--- config.mk ---
export PLATFORM = sky130hd
export DESIGN_NAME = sync_shift_port
export DESIGN_NICKNAME = d
export VERILOG_FILES = /design/src/rtl/ssp_pkg.sv /design/src/rtl/ssp_clkgen.sv /design/src/rtl/ssp_shifter.sv /design/src/rtl/ssp_regs.sv /design/src/rtl/sync_shift_port.sv
export SDC_FILE = /design/constraint.sdc
export NUM_CORES = 1
export LEC_CHECK = 0
export ABC_AREA = 0
export BUFFER_PORTS_ARGS = -buffer_cell sky130_fd_sc_hd__buf_4
export CAP_MARGIN = 20
export CORE_MARGIN = 2
export CORE_UTILIZATION = 40
export DETAILED_ROUTE_END_ITERATION = 10
export RECOVER_POWER = 50
export SYNTH_ARGS = -nofsm -noshare
export SYNTH_HDL_FRONTEND = slang
export SYNTH_SLANG_ARGS = --single-unit
export TNS_END_PERCENT = 30
--- constraint.sdc ---
create_clock -name clk -period 2.1 [get_ports clk]
set_input_delay 0.21 -clock clk [delete_from_list [all_inputs] [get_ports clk]]
set_output_delay 0.21 -clock clk [all_outputs]
set_load 0.05 [all_outputs]
--- src/rtl/ssp_pkg.sv ---
package ssp_pkg;
  localparam int NIB_W  = 4;
  localparam int DATA_W = 2 * NIB_W;
  localparam int ADDR_W = 2;
  localparam int CNT_W  = $clog2(DATA_W);

  typedef enum logic [ADDR_W-1:0] {
    A_DLO  = 2'd0,
    A_DHI  = 2'd1,
    A_CTRL = 2'd2,
    A_STAT = 2'd3
  } reg_addr_e;
endpackage

--- src/rtl/ssp_clkgen.sv ---
module ssp_clkgen #(
  parameter int HALF_DIV = 2
) (
  input  logic clk,
  input  logic rst_n,
  input  logic master,
  input  logic busy,
  input  logic start,
  input  logic sclk_in,
  output logic sclk_out,
  output logic ev_rise,
  output logic ev_fall
);
  localparam int DIV_W = (HALF_DIV > 1) ? $clog2(HALF_DIV) : 1;

  logic [DIV_W-1:0] div_q, div_d;
  logic             sclk_q, sclk_d;
  logic             sync1_q, sync2_q, prev_q;
  logic             tick;

  // master: divider and clock register
  always_comb begin
    tick   = master && busy && (div_q == DIV_W'(HALF_DIV - 1));
    div_d  = div_q;
    sclk_d = sclk_q;
    if (start) begin
      div_d = '0;
    end else if (master && busy) begin
      div_d = tick ? '0 : div_q + 1'b1;
      if (tick) sclk_d = ~sclk_q;
    end
  end

  always_ff @(posedge clk or negedge rst_n) begin
    if (!rst_n) begin
      div_q  <= '0;
      sclk_q <= 1'b1;
    end else begin
      div_q  <= div_d;
      sclk_q <= sclk_d;
    end
  end

  // slave: two-flop synchronizer plus edge history
  always_ff @(posedge clk or negedge rst_n) begin
    if (!rst_n) begin
      sync1_q <= 1'b1;
      sync2_q <= 1'b1;
      prev_q  <= 1'b1;
    end else begin
      sync1_q <= sclk_in;
      sync2_q <= sync1_q;
      prev_q  <= sync2_q;
    end
  end

  always_comb begin
    if (master) begin
      ev_rise = tick && !sclk_q;
      ev_fall = tick &&  sclk_q;
    end else begin
      ev_rise =  sync2_q && !prev_q;
      ev_fall = !sync2_q &&  prev_q;
    end
  end

  assign sclk_out = sclk_q;

  AST_MASTER_IDLE_HIGH: assert property (@(posedge clk) disable iff (!rst_n)
    (master && !busy) |-> sclk_q) else $error("idle master clock low");
endmodule

--- src/rtl/ssp_shifter.sv ---
module ssp_shifter
  import ssp_pkg::*;
(
  input  logic             clk,
  input  logic             rst_n,
  input  logic             start,
  input  logic             wr_lo,
  input  logic             wr_hi,
  input  logic [NIB_W-1:0] wdata,
  input  logic             edge_sel,
  input  logic             ev_rise,
  input  logic             ev_fall,
  input  logic             sin,
  output logic             busy,
  output logic             sout,
  output logic [DATA_W-1:0] data,
  output logic             xfer_done
);
  logic [DATA_W-1:0] sr_q, sr_d;
  logic [CNT_W-1:0]  cnt_q, cnt_d;
  logic              busy_q, busy_d;
  logic              sout_q, sout_d;
  logic              sr_en;
  logic [DATA_W-1:0] shifted;

  always_comb begin
    shifted   = {sin, sr_q[DATA_W-1:1]};
    sr_d      = sr_q;
    cnt_d     = cnt_q;
    busy_d    = busy_q;
    sout_d    = sout_q;
    xfer_done = 1'b0;
    if (!busy_q) begin
      if (wr_lo) sr_d[NIB_W-1:0]      = wdata;
      if (wr_hi) sr_d[DATA_W-1:NIB_W] = wdata;
      if (start) begin
        busy_d = 1'b1;
        cnt_d  = '0;
        sout_d = sr_q[0];
      end
    end else begin
      if (ev_fall && !edge_sel) sr_d = shifted;
      if (ev_rise) begin
        if (edge_sel) sr_d = shifted;
        sout_d = edge_sel ? sr_q[1] : sr_q[0];
        cnt_d  = cnt_q + 1'b1;
        if (cnt_q == CNT_W'(DATA_W - 1)) begin
          busy_d    = 1'b0;
          xfer_done = 1'b1;
        end
      end
    end
    sr_en = (sr_d != sr_q);
  end

  always_ff @(posedge clk or negedge rst_n) begin
    if (!rst_n) begin
      sr_q   <= '0;
      cnt_q  <= '0;
      busy_q <= 1'b0;
      sout_q <= 1'b0;
    end else begin
      if (sr_en) sr_q <= sr_d;
      cnt_q  <= cnt_d;
      busy_q <= busy_d;
      sout_q <= sout_d;
    end
  end

  assign busy = busy_q;
  assign sout = sout_q;
  assign data = sr_q;

  AST_EDGES_EXCLUSIVE: assert property (@(posedge clk) disable iff (!rst_n)
    !(ev_rise && ev_fall)) else $error("both edges at once");
  AST_SR_HOLDS_BETWEEN_EDGES: assert property (@(posedge clk) disable iff (!rst_n)
    (busy_q && !ev_rise && !ev_fall) |=> $stable(sr_q)) else $error("data moved off edge");
  AST_SOUT_ON_RISE_ONLY: assert property (@(posedge clk) disable iff (!rst_n)
    (busy_q && !ev_rise) |=> $stable(sout_q)) else $error("sout moved off rising edge");
  AST_END_ON_RISE: assert property (@(posedge clk) disable iff (!rst_n)
    $fell(busy_q) |-> $past(ev_rise)) else $error("end without rising edge");
endmodule

--- src/rtl/ssp_regs.sv ---
module ssp_regs
  import ssp_pkg::*;
(
  input  logic              clk,
  input  logic              rst_n,
  input  logic              bus_wr,
  input  logic [ADDR_W-1:0] bus_addr,
  input  logic [NIB_W-1:0]  bus_wdata,
  output logic [NIB_W-1:0]  bus_rdata,
  input  logic              busy,
  input  logic [DATA_W-1:0] data,
  input  logic              xfer_done,
  output logic              start,
  output logic              wr_lo,
  output logic              wr_hi,
  output logic              edge_sel,
  output logic              master,
  output logic              irq
);
  logic edge_q, master_q, flag_q, ien_q;
  logic ctrl_en, stat_wr, flag_d;

  always_comb begin
    wr_lo   = bus_wr && (bus_addr == A_DLO)  && !busy;
    wr_hi   = bus_wr && (bus_addr == A_DHI)  && !busy;
    ctrl_en = bus_wr && (bus_addr == A_CTRL) && !busy;
    stat_wr = bus_wr && (bus_addr == A_STAT);
    start   = ctrl_en && bus_wdata[0];
    flag_d  = flag_q;
    if (stat_wr && bus_wdata[0]) flag_d = 1'b0;
    if (xfer_done)               flag_d = 1'b1;
  end

  always_ff @(posedge clk or negedge rst_n) begin
    if (!rst_n) begin
      edge_q   <= 1'b0;
      master_q <= 1'b0;
      flag_q   <= 1'b0;
      ien_q    <= 1'b0;
    end else begin
      if (ctrl_en) begin
        edge_q   <= bus_wdata[1];
        master_q <= bus_wdata[2];
      end
      if (stat_wr) ien_q <= bus_wdata[1];
      flag_q <= flag_d;
    end
  end

  always_comb begin
    case (bus_addr)
      A_DLO:   bus_rdata = data[NIB_W-1:0];
      A_DHI:   bus_rdata = data[DATA_W-1:NIB_W];
      A_CTRL:  bus_rdata = {1'b0, master_q, edge_q, busy};
      default: bus_rdata = {2'b00, ien_q, flag_q};
    endcase
  end

  assign edge_sel = edge_q;
  assign master   = master_q;
  assign irq      = flag_q && ien_q;

  AST_FLAG_ON_DONE: assert property (@(posedge clk) disable iff (!rst_n)
    xfer_done |=> flag_q) else $error("flag not set");
  AST_FLAG_CLEARED_BY_WRITE: assert property (@(posedge clk) disable iff (!rst_n)
    $fell(flag_q) |-> $past(stat_wr && bus_wdata[0])) else $error("flag lost");
endmodule

--- src/rtl/sync_shift_port.sv ---
module sync_shift_port
  import ssp_pkg::*;
#(
  parameter int HALF_DIV = 2
) (
  input  logic              clk,
  input  logic              rst_n,
  input  logic              bus_wr,
  input  logic [ADDR_W-1:0] bus_addr,
  input  logic [NIB_W-1:0]  bus_wdata,
  output logic [NIB_W-1:0]  bus_rdata,
  input  logic              sclk_in,
  output logic              sclk_out,
  output logic              sclk_oe,
  input  logic              sin,
  output logic              sout,
  output logic              ready,
  output logic              irq
);
  logic rst_m_q, rst_s_q;
  logic start, wr_lo, wr_hi, edge_sel, master, busy;
  logic ev_rise, ev_fall, xfer_done;
  logic [DATA_W-1:0] data;

  // asynchronous assert, synchronous release
  always_ff @(posedge clk or negedge rst_n) begin
    if (!rst_n) begin
      rst_m_q <= 1'b0;
      rst_s_q <= 1'b0;
    end else begin
      rst_m_q <= 1'b1;
      rst_s_q <= rst_m_q;
    end
  end

  ssp_regs u_regs (
    .clk(clk), .rst_n(rst_s_q), .bus_wr(bus_wr), .bus_addr(bus_addr),
    .bus_wdata(bus_wdata), .bus_rdata(bus_rdata), .busy(busy), .data(data),
    .xfer_done(xfer_done), .start(start), .wr_lo(wr_lo), .wr_hi(wr_hi),
    .edge_sel(edge_sel), .master(master), .irq(irq)
  );

  ssp_clkgen #(.HALF_DIV(HALF_DIV)) u_clk (
    .clk(clk), .rst_n(rst_s_q), .master(master), .busy(busy), .start(start),
    .sclk_in(sclk_in), .sclk_out(sclk_out), .ev_rise(ev_rise), .ev_fall(ev_fall)
  );

  ssp_shifter u_shift (
    .clk(clk), .rst_n(rst_s_q), .start(start), .wr_lo(wr_lo), .wr_hi(wr_hi),
    .wdata(bus_wdata), .edge_sel(edge_sel), .ev_rise(ev_rise), .ev_fall(ev_fall),
    .sin(sin), .busy(busy), .sout(sout), .data(data), .xfer_done(xfer_done)
  );

  assign sclk_oe = master;
  assign ready   = busy && !master;
endmodule

Word level (Yosys, flattened, before mapping) --
Cells that the tools add are included.
Storage, ports and cells: register bits after elaboration 24, output and inout bits 9
Cells by class: add/sub/neg operators 2, equal/unequal tests 6, muxes and demuxes 28, bitwise logic cells 2, reductions and logical operators 30
Operators by type and width (count):
- $mux 8 | 4
- $logic_and 1x1->1 | 18
- $mux 1 | 18
- $pmux 4 s3 | 1
- $mux 3 | 3
- $mux 4 | 2
- $ne 8x8->1 | 1
- $logic_not 1->1 | 6
- $reduce_bool 2->1 | 3
- $eq 2x2->1 const B | 2
- $add 3x1->3 const B | 1
- $eq 3x3->1 const B | 1
- $reduce_and 3->1 | 1
- $eq 2x1->1 const B | 1
- $logic_not 2->1 | 1
- $ne 2x2->1 const B | 1
- $not 1->1 | 2
- $reduce_and 2->1 | 1
- $add 1x1->1 const B | 1

Depth between registers and ports, before layout --
Gate-level depths: netlist of run 1.
word-level depth 10, mapped depth 6, gate-level depth less buffers 5

By module --
From an unflattened synthesis of run 1, not the netlist that was laid out.
Second synthesis, totals: cells, all modules 124, area total of the unflattened synthesis 1333.8 µm²
Modules (own cells, without submodules):
- ssp_shifter | instances 1, cells each 78, area each 745.7 µm², seq. area each 325.3 µm²
- ssp_regs | instances 1, cells each 26, area each 312.8 µm², seq. area each 100.1 µm²
- ssp_clkgen | instances 1, cells each 16, area each 207.7 µm², seq. area each 130.1 µm²
- sync_shift_port | instances 1, cells each 4, area each 67.6 µm², seq. area each 50.0 µm²

Worst setup path before layout of run 1 --
OpenSTA, ideal clock, no wires.
path type reg2out, start register u_regs.master_q (netlist: u_regs.master), end output port bus_rdata[2], arrival 2036 ps, required time 1890 ps, slack -146 ps, stages on the path, launching flop included 4, path through dfrtp_1 > buf_2 > mux2i_1 > o21ai_0
Between the ends: longest elaborated chain between the ends 1
RTL lines:
- from (decl) | RTL line ssp_regs.sv:20 | logic edge_q, master_q, flag_q, ien_q;
- from (signal assigned) | RTL line ssp_regs.sv:43 | master_q <= bus_wdata[2];
- $pmux 4 s3 | RTL line ssp_regs.sv:51 | case (bus_addr)
- to (decl) | RTL line sync_shift_port.sv:11 | output logic [NIB_W-1:0] bus_rdata,
No other way between the ends.

Worst setup path after layout of run 1 --
start register u_shift.busy_q (netlist: u_shift.busy), end output port bus_rdata[0]
Between the ends: longest elaborated chain between the ends 1
RTL lines:
- from (decl) | RTL line ssp_shifter.sv:21 | logic busy_q, busy_d;
- from (signal assigned) | RTL line ssp_shifter.sv:65 | busy_q <= busy_d;
- $pmux 4 s3 | RTL line ssp_regs.sv:51
No other way between the ends.

==> reports/results.env, run 1 <==
CP_NUM_BUF_INV=2
DRT-TOTAL-WL_MM=2.54
TOP_USAGE_LAYER='met2'
FIRST_GLOBAL_VIAS=879
POST-ROUTE-WORST-SETUP-SLACK_NS=0.191
PEAKVDDDROP_mV=0.627
YS.WARNINGS.COUNT=0
INSERTION_DELAY_NS=0.31
CLKSLEWWORSTSETUPHOLDPATHS_NS=0.12
POWER_PER_CELL_AREA_nW_PER_UM2=1420
GR-USAGE-ALL-LAYERS_PCT=15.5
POST-PLACE-WS_NS=0.353
ANTENNADIODECOUNT=0
CTS_RESIZED=0
SKEW_NS=0.00252
SYNTH_AREA_UM2=1300
FP.DIEW_UM=61.0
MAX-CLOCK-PATH-BUFFERS=2
HOLD_VIOL_FINAL=0
FMAX_GHz=0.524
ROUTE.DETAILED.DRC=0
RSZ_0062_RAISED_AFTER_GLOBAL_ROUTING='false'
REPORT.FINAL.SETUP_VIOL=0
USE_MET1_PCT=21.3
CP.REQUIRED_NS=1.89
WHS_NS=0.0914
SYN_INST=113
CRIT_CHAIN='buf_4 -> mux4_1 -> buf_4'
PLACE_HPWL_MM=1.90
SYNTH_CELL_TYPES=37
DIEAREA_UM2=3720
WORSTHOLDPATHTYPE='in -> reg'
DRTANTENNAVIOLNETS=0
P_LEAK_nW=0.697
START_KIND='register'
SEQ_AREA_FRAC_SYNTH_PCT=46.6
LAYOUT_WORST_PATH_CYCLE_SHARE_PCT=90.9
P_CLK_SHARE_PCT=11.3
CRITICAL-PATH-TOP-CELL-BY-COUNT='sky130_fd_sc_hd__buf_4'
ROUTED-VIA-COUNT=908
MAXIMUM_NUMBER_OF_PINS_ON_ONE_NET_BEFORE_GLOBAL_ROUTE_REPAIR=23
TIMING_MAX_TRANSITION_VIOLATIONS_FINAL=0
POWER.INTERNAL_mW=1.19
SYN-NUM-NETS=126
POWER.COMBINATIONAL.FRACTION_PCT=50.3
CLOCK_SINKS=24
SYNTH_EDF_COUNT=0
FINALCRITICALPERIOD_NS=1.91
ENDPOINT_KIND='primary output'
POWER.TOTAL_mW=2.14
CLOCK_TREE_FROM_TRITONCTS='built'
WORST_PATH_DOMINANT_CELL_FAMILY='multiplexers'
FIN_CELLS=177
AVGSYNTHCELLAREA_UM2=11.5
CORE_AREA_UM2=3080
DESIGN_AREA_UM2=1510
RUN_STATUS='complete, no violations'
BOUNDARY_PINS=20
FINAL_CORE_UTILIZATION_PCT=49.2
DP_CELLS=171
CRITPATHKIND='reg -> out'
GRT_PASS1_WL_MM=4.20
GRT-OVFL-TOTAL=0
DRT_PASS_1_ITERS=4
CTS-ROOT-BUF='sky130_fd_sc_hd__clkbuf_4'
CLOCK_TREE.HTREE_LEVEL_COUNT=1
YOSYS_MOST_USED_DFF='sky130_fd_sc_hd__dfrtp_1'
MET3_USAGE_PCT=3.15
CP_SLOWEST_CELL='sky130_fd_sc_hd__mux4_1'
TIGHTEST_SLEW_NS=0.900
SEQUENTIALPOWERSHARE_PCT=38.4
PLACE_CONGESTION=0.762
INITIAL_UTIL_PCT=42.2
POWER.NET_SWITCHING_mW=0.949
NUMBER_OF_BUFFERS_CREATED_BY_CTS=3
PORT_BUFFERS=19
DPL_CELL_AREA_UM2=1460
DETAILEDROUTE.FIRSTITERATIONVIOLATIONS=29
MAXSLEWHEADROOM_PCT=40.0
FINAL.SETUP.TNS_NS=0
AREA_DELTA_SYNTH_FINAL_PCT=16.5
POSTCTSHOLDBUFS=2
FINAL_LAYOUT_SIZE_SUFFIX_GT1_SHARE_PCT=29.3
POSTSYNTH.ASYNCRESETSHARE_PCT=100
POST-CTS-SETUP-BUFFER-COUNT=0
CRIT_PATH_MAX_FANOUT=19
LARGEST_REGISTER_FF_COUNT=8
VIASPERCELL=5.13
MAXCAPVIOLCOUNT=0
CRITPATHARRIVALTIME_NS=1.70
WORST_PATH_LARGEST_CELL_DELAY_NS=0.50
AVGROUTEDWIREPERCELL_UM=14.4
DESIGN.FINAL.NETS=147
GRT_ANTENNA_BEFORE_REPAIR=0
DIE_H_UM=61.0
FRACTION_OF_POWER_SPENT_SWITCHING_NETS_PCT=44.3
FLIP_FLOP_AND_LATCH_COUNT_AFTER_SYNTHESIS=24
PLACEMENTROWS=20
GLOBAL_ROUTING_USAGE_ON_MET2_PCT=24.6
==> cell usage in the layout, fill, tap and decap left out, types with 5 or more instances in the layout <==
| master | synthesis | final |
|---|---|---|
| sky130_fd_sc_hd__mux2i_1 | 9 | 9 |
| sky130_fd_sc_hd__a21oi_1 | 10 | 10 |
| sky130_fd_sc_hd__buf_4 | 1 | 18 |
| sky130_fd_sc_hd__dfrtp_1 | 20 | 20 |
| sky130_fd_sc_hd__o21ai_0 | 7 | 6 |
| sky130_fd_sc_hd__nand2_1 | 5 | 5 |
| sky130_fd_sc_hd__inv_1 | 6 | 6 |
==> synth_stat cells, types with 3 or more instances <==
cell                       number  share of area [%]
sky130_fd_sc_hd__dfrtp_1       20                 38
sky130_fd_sc_hd__a21oi_1       10                3.9
sky130_fd_sc_hd__mux2i_1        9                6.9
sky130_fd_sc_hd__o21ai_0        7                2.7
sky130_fd_sc_hd__inv_1          6                1.7
sky130_fd_sc_hd__nand2_1        5                1.4
sky130_fd_sc_hd__a211oi_1       4                2.3
sky130_fd_sc_hd__dfstp_2        4                8.1
sky130_fd_sc_hd__nand3_1        4                1.5
sky130_fd_sc_hd__nor2b_1        4                1.9
sky130_fd_sc_hd__mux2_2         3                2.6
sky130_fd_sc_hd__xor2_1         3                2.0
==> final cells by class <==
| class | count | area [µm²] |
|---|---|---|
| Clock buffer | 4 | 36.3 |
| Fill cell | 288 | 1560 |
| Inverter | 6 | 22.5 |
| Multi-Input combinational cell | 77 | 628 |
| Sequential cell | 24 | 606 |
| Tap cell | 44 | 55.1 |
| Timing Repair Buffer | 22 | 166 |
==> routing by layer <==
layer,routed length [µm],vias up
met2,1220,15
li1,-,455
met1,1200,434
met5,0,-
met4,34,0
met3,86,4
==> kinds of logic (layout without fill, tap and decap cells) <==
family                   after synthesis  in the layout  synth area share, %
other                                  1              1                0.288
AO/OA/AOI/OAI                         27             27                 13.4
AND/OR/NAND/NOR                       28             28                 14.8
XOR/XNOR                               3              3                 2.02
adder cells (fa/ha/maj)                2              2                 1.92
buffers and inverters                 12             32                 5.10
flip-flops                            24             24                 46.6
multiplexers                          16             16                 15.9
==> path summary, 6_finish.rpt <==
path | depth (start not counted) | from | slack (ns) | to
max | 3 | u_shift.busy$_DFF_PN0_ | 0.19 | bus_rdata[0]
min | 2 | bus_wdata[0] | 0.09 | u_clk.div_q$_DFFE_PN0P_
max reg2reg | 4 | u_regs.master$_DFFE_PN0P_ | 0.35 | u_shift.data[5]$_DFFE_PN0P_
min reg2reg | 0 | u_clk.sync1_q$_DFF_PN1_ | 0.37 | u_clk.sync2_q$_DFF_PN1_
max in group asynchronous | 0 | rst_s_q$_DFF_PN0_ | 1.17 | u_clk.div_q$_DFFE_PN0P_
min in group asynchronous | 2 | rst_n | 0.19 | rst_m_q$_DFF_PN0_
==> power by group through the flow <==
| stage | Combinational [mW] | Clock (mW) | Sequential, mW |
|---|---|---|---|
| after floorplan | 0.776 | 0 | 0.863 |
| after global placement | 1.07 | 0 | 0.826 |
| after detailed placement | 1.08 | 0 | 0.839 |
| after CTS | 1.09 | 0.253 | 0.829 |
| after global routing | 1.18 | 0.272 | 0.851 |
| final | 1.08 | 0.242 | 0.823 |
(Power assumes the default switching activity.)
==> inputs of run 2 (changes only) <==
--- a/config.mk
+++ b/config.mk
@@ -10,8 +10,10 @@
 export CAP_MARGIN = 20
 export CORE_MARGIN = 2
 export CORE_UTILIZATION = 40
+export CTS_BUF_LIST = sky130_fd_sc_hd__clkbuf_16
 export DETAILED_ROUTE_END_ITERATION = 10
 export RECOVER_POWER = 50
+export SKIP_CTS_REPAIR_TIMING = 1
 export SYNTH_ARGS = -nofsm -noshare
 export SYNTH_HDL_FRONTEND = slang
 export SYNTH_SLANG_ARGS = --single-unit
==> run 2 against run 1 <==
Non-clock buffer count is 1 lower. First-iteration DRC count fell by 6.9%. Count of clock-buffer cells in the layout decreased by 1. Final cell count is 0.56% lower. Sequential share of layout area down 0.62 points. Die area is the same. Global-route usage is 0.31 points higher. Critical path type unchanged. Total power is 6.9% higher. Flip-flop and latch count unchanged. Setup slack better by 0.086 ns. Largest power group unchanged.
==> reports/results.env, run 2 (synthesis gave the netlist of run 1 again) <==
FMAX_GHz=0.549  # was 0.524 GHz
FP.DIEW_UM=61.0  # unchanged
POWER_PER_CELL_AREA_nW_PER_UM2=1490  # was 1420 nW/µm²
LARGEST_REGISTER_FF_COUNT=8  # unchanged
ENDPOINT_KIND='primary output'  # unchanged
GR-USAGE-ALL-LAYERS_PCT=15.8  # was 15.5%
POWER.TOTAL_mW=2.29  # was 2.14 mW
DESIGN.FINAL.NETS=146  # was 147
DIE_H_UM=61.0  # unchanged
SEQUENTIAL_AREA_UM2=606  # unchanged
WORST_PATH_LARGEST_CELL_DELAY_NS=0.50  # about the same
SKEW_NS=0.00194  # was 0.00252 ns
P_LEAK_nW=0.708  # was 0.697 nW
FINAL_CELL_MIX='sky130_fd_sc_hd__dfrtp_1 (20), sky130_fd_sc_hd__buf_4 (17), sky130_fd_sc_hd__a21oi_1 (10)'  # was sky130_fd_sc_hd__dfrtp_1 (20), sky130_fd_sc_hd__buf_4 (18), sky130_fd_sc_hd__a21oi_1 (10)
CLOCK_TREE.HTREE_LEVEL_COUNT=1  # unchanged
PLACE_HPWL_MM=1.90  # unchanged
CRITICAL-PATH-TOP-CELL-BY-COUNT='sky130_fd_sc_hd__buf_4'  # unchanged
CLOCK_SINKS=24  # unchanged
WHS_NS=0.0619  # was 0.0914 ns
DRTANTENNAVIOLNETS=0  # unchanged
VIASPERCELL=5.19  # was 5.13
PORT_BUFFERS=19  # unchanged
MAXCAPVIOLCOUNT=0  # unchanged
PEAKVDDDROP_mV=0.676  # was 0.627 mV
CRIT_CHAIN='buf_4 -> mux4_1 -> buf_4'  # unchanged
AREA_DELTA_SYNTH_FINAL_PCT=18.3  # was 16.5%
DRT-TOTAL-WL_MM=2.55  # was 2.54 mm
GRT_PASS1_WL_MM=4.22  # was 4.20 mm
CRITPATHKIND='reg -> out'  # unchanged
PLACE_CONGESTION=0.762  # unchanged
CRITPATHARRIVALTIME_NS=1.61  # was 1.70 ns
HOLD_VIOL_FINAL=0  # unchanged
CLOCK_TREE_FROM_TRITONCTS='built'  # unchanged
TIMING_MAX_TRANSITION_VIOLATIONS_FINAL=0  # unchanged
BOUNDARY_PINS=20  # unchanged
TIGHTEST_SLEW_NS=0.893  # was 0.900 ns
DIEAREA_UM2=3720  # unchanged
PLACEMENTROWS=20  # unchanged
CRIT_PATH_MAX_FANOUT=19  # unchanged
INITIAL_UTIL_PCT=42.2  # unchanged
FILLCELLCOUNT=288  # unchanged
CORE_AREA_UM2=3080  # unchanged
INSERTION_DELAY_NS=0.26  # was 0.31 ns
GRT-OVFL-TOTAL=0  # unchanged
MAX-CLOCK-PATH-BUFFERS=2  # unchanged
MOSTFREQUENTLAYOUTCELL='sky130_fd_sc_hd__dfrtp_1'  # unchanged
WORST_PATH_DOMINANT_CELL_FAMILY='multiplexers'  # unchanged
RSZ_0062_RAISED_AFTER_GLOBAL_ROUTING='false'  # unchanged
MAXSLEWHEADROOM_PCT=40.5  # was 40.0%
AREA_OF_THE_MULTI_INPUT_GATES_UM2=623  # was 628 µm²
START_KIND='register'  # unchanged
REPORT.FINAL.SETUP_VIOL=0  # unchanged
FINAL.SETUP.TNS_NS=0  # unchanged
WORSTHOLDPATHTYPE='in -> reg'  # unchanged
DETAILEDROUTE.FIRSTITERATIONVIOLATIONS=27  # was 29
ROUTED-VIA-COUNT=913  # was 908
AVGROUTEDWIREPERCELL_UM=14.5  # was 14.4 µm
MAXIMUM_NUMBER_OF_PINS_ON_ONE_NET_BEFORE_GLOBAL_ROUTE_REPAIR=23  # unchanged
CLKSLEWWORSTSETUPHOLDPATHS_NS=0.06  # was 0.12 ns
FINAL_LAYOUT_SIZE_SUFFIX_GT1_SHARE_PCT=27.3  # was 29.3%
CTS-ROOT-BUF='sky130_fd_sc_hd__clkbuf_16'  # was sky130_fd_sc_hd__clkbuf_4
DRT_PASS_1_ITERS=4  # unchanged
ROUTE.DETAILED.DRC=0  # unchanged
CP_NUM_BUF_INV=2  # unchanged
CP_SLOWEST_CELL='sky130_fd_sc_hd__mux4_1'  # unchanged
CP.REQUIRED_NS=1.89  # about the same
RUN_STATUS='complete, no violations'  # unchanged
GRT_ANTENNA_BEFORE_REPAIR=0  # unchanged
LAYOUT_WORST_PATH_CYCLE_SHARE_PCT=86.8  # was 90.9%
FIRST_GLOBAL_VIAS=878  # was 879
DPL_CELL_AREA_UM2=1460  # unchanged
DESIGN_AREA_UM2=1540  # was 1510 µm²
NUMBER_OF_BUFFERS_CREATED_BY_CTS=3  # unchanged
FINALCRITICALPERIOD_NS=1.82  # was 1.91 ns
ANTENNADIODECOUNT=0  # unchanged
## run 2: cell types whose count changed in the layout (fill, tap and decap cells not counted), sizes merged
cell / change
buf: -1
clkinv: +1
dlygate4sd3: -1
## run 2: worst reg2reg max path: cells and delay by family, from the launching register on
family	cells	cell delay [ns]
flops	1	0.50
simple gates	1	0.27
mux	1	0.27
compound gates	2	0.61
## run 2: final timing paths
check                                                from                          end  slack (ns)  cells past startpoint
worst min-delay path                              sclk_in      u_clk.sync1_q$_DFF_PN1_        0.06                      1
max in group asynchronous               rst_s_q$_DFF_PN0_    u_regs.master$_DFFE_PN0P_        1.18                      0
worst max-delay path               u_shift.busy$_DFF_PN0_                 bus_rdata[0]        0.28                      3
worst min register to register          rst_m_q$_DFF_PN0_            rst_s_q$_DFF_PN0_        0.36                      0
worst max register to register  u_regs.master$_DFFE_PN0P_  u_shift.data[5]$_DFFE_PN0P_        0.34                      4
min in group asynchronous                           rst_n            rst_m_q$_DFF_PN0_        0.26                      2
## run 2: stage by stage
step                      std cells  utilization [%]  setup slack [ns]
after floorplan                 113                -             0.230
after global placement          171             47.5             0.392
after detailed placement        171             47.5             0.353
after CTS                       175             50.0             0.268
after global routing            176             50.0             0.210
final                           176             50.0             0.277
## run 2: layout make-up
type / count / share of cell area, %
flip-flops and latches: 24 / 39.4
well taps: 44 / 3.58
multi-input cells: 77 / 40.5
clock buffers: 3 / 4.88
inverters: 6 / 1.46
repair buffers: 21 / 9.93
clock inverters: 1 / 0.244
## run 2: routing by layer
metal  vias to the layer above  share of wire, %  global-route usage, %
met5                         -                 0                      0
met4                         0               1.6                   5.59
met3                         5               4.3                   4.41
met2                        17                48                   24.7
met1                       440                46                   21.3
li1                        451                 -                      -
## run 2: power by group
group | total [mW] | internal, mW | switching, mW
Combinational | 1.06 | 0.434 | 0.626
Clock | 0.408 | 0.254 | 0.154
Sequential | 0.822 | 0.640 | 0.183
Total | 2.29 | 1.33 | 0.963
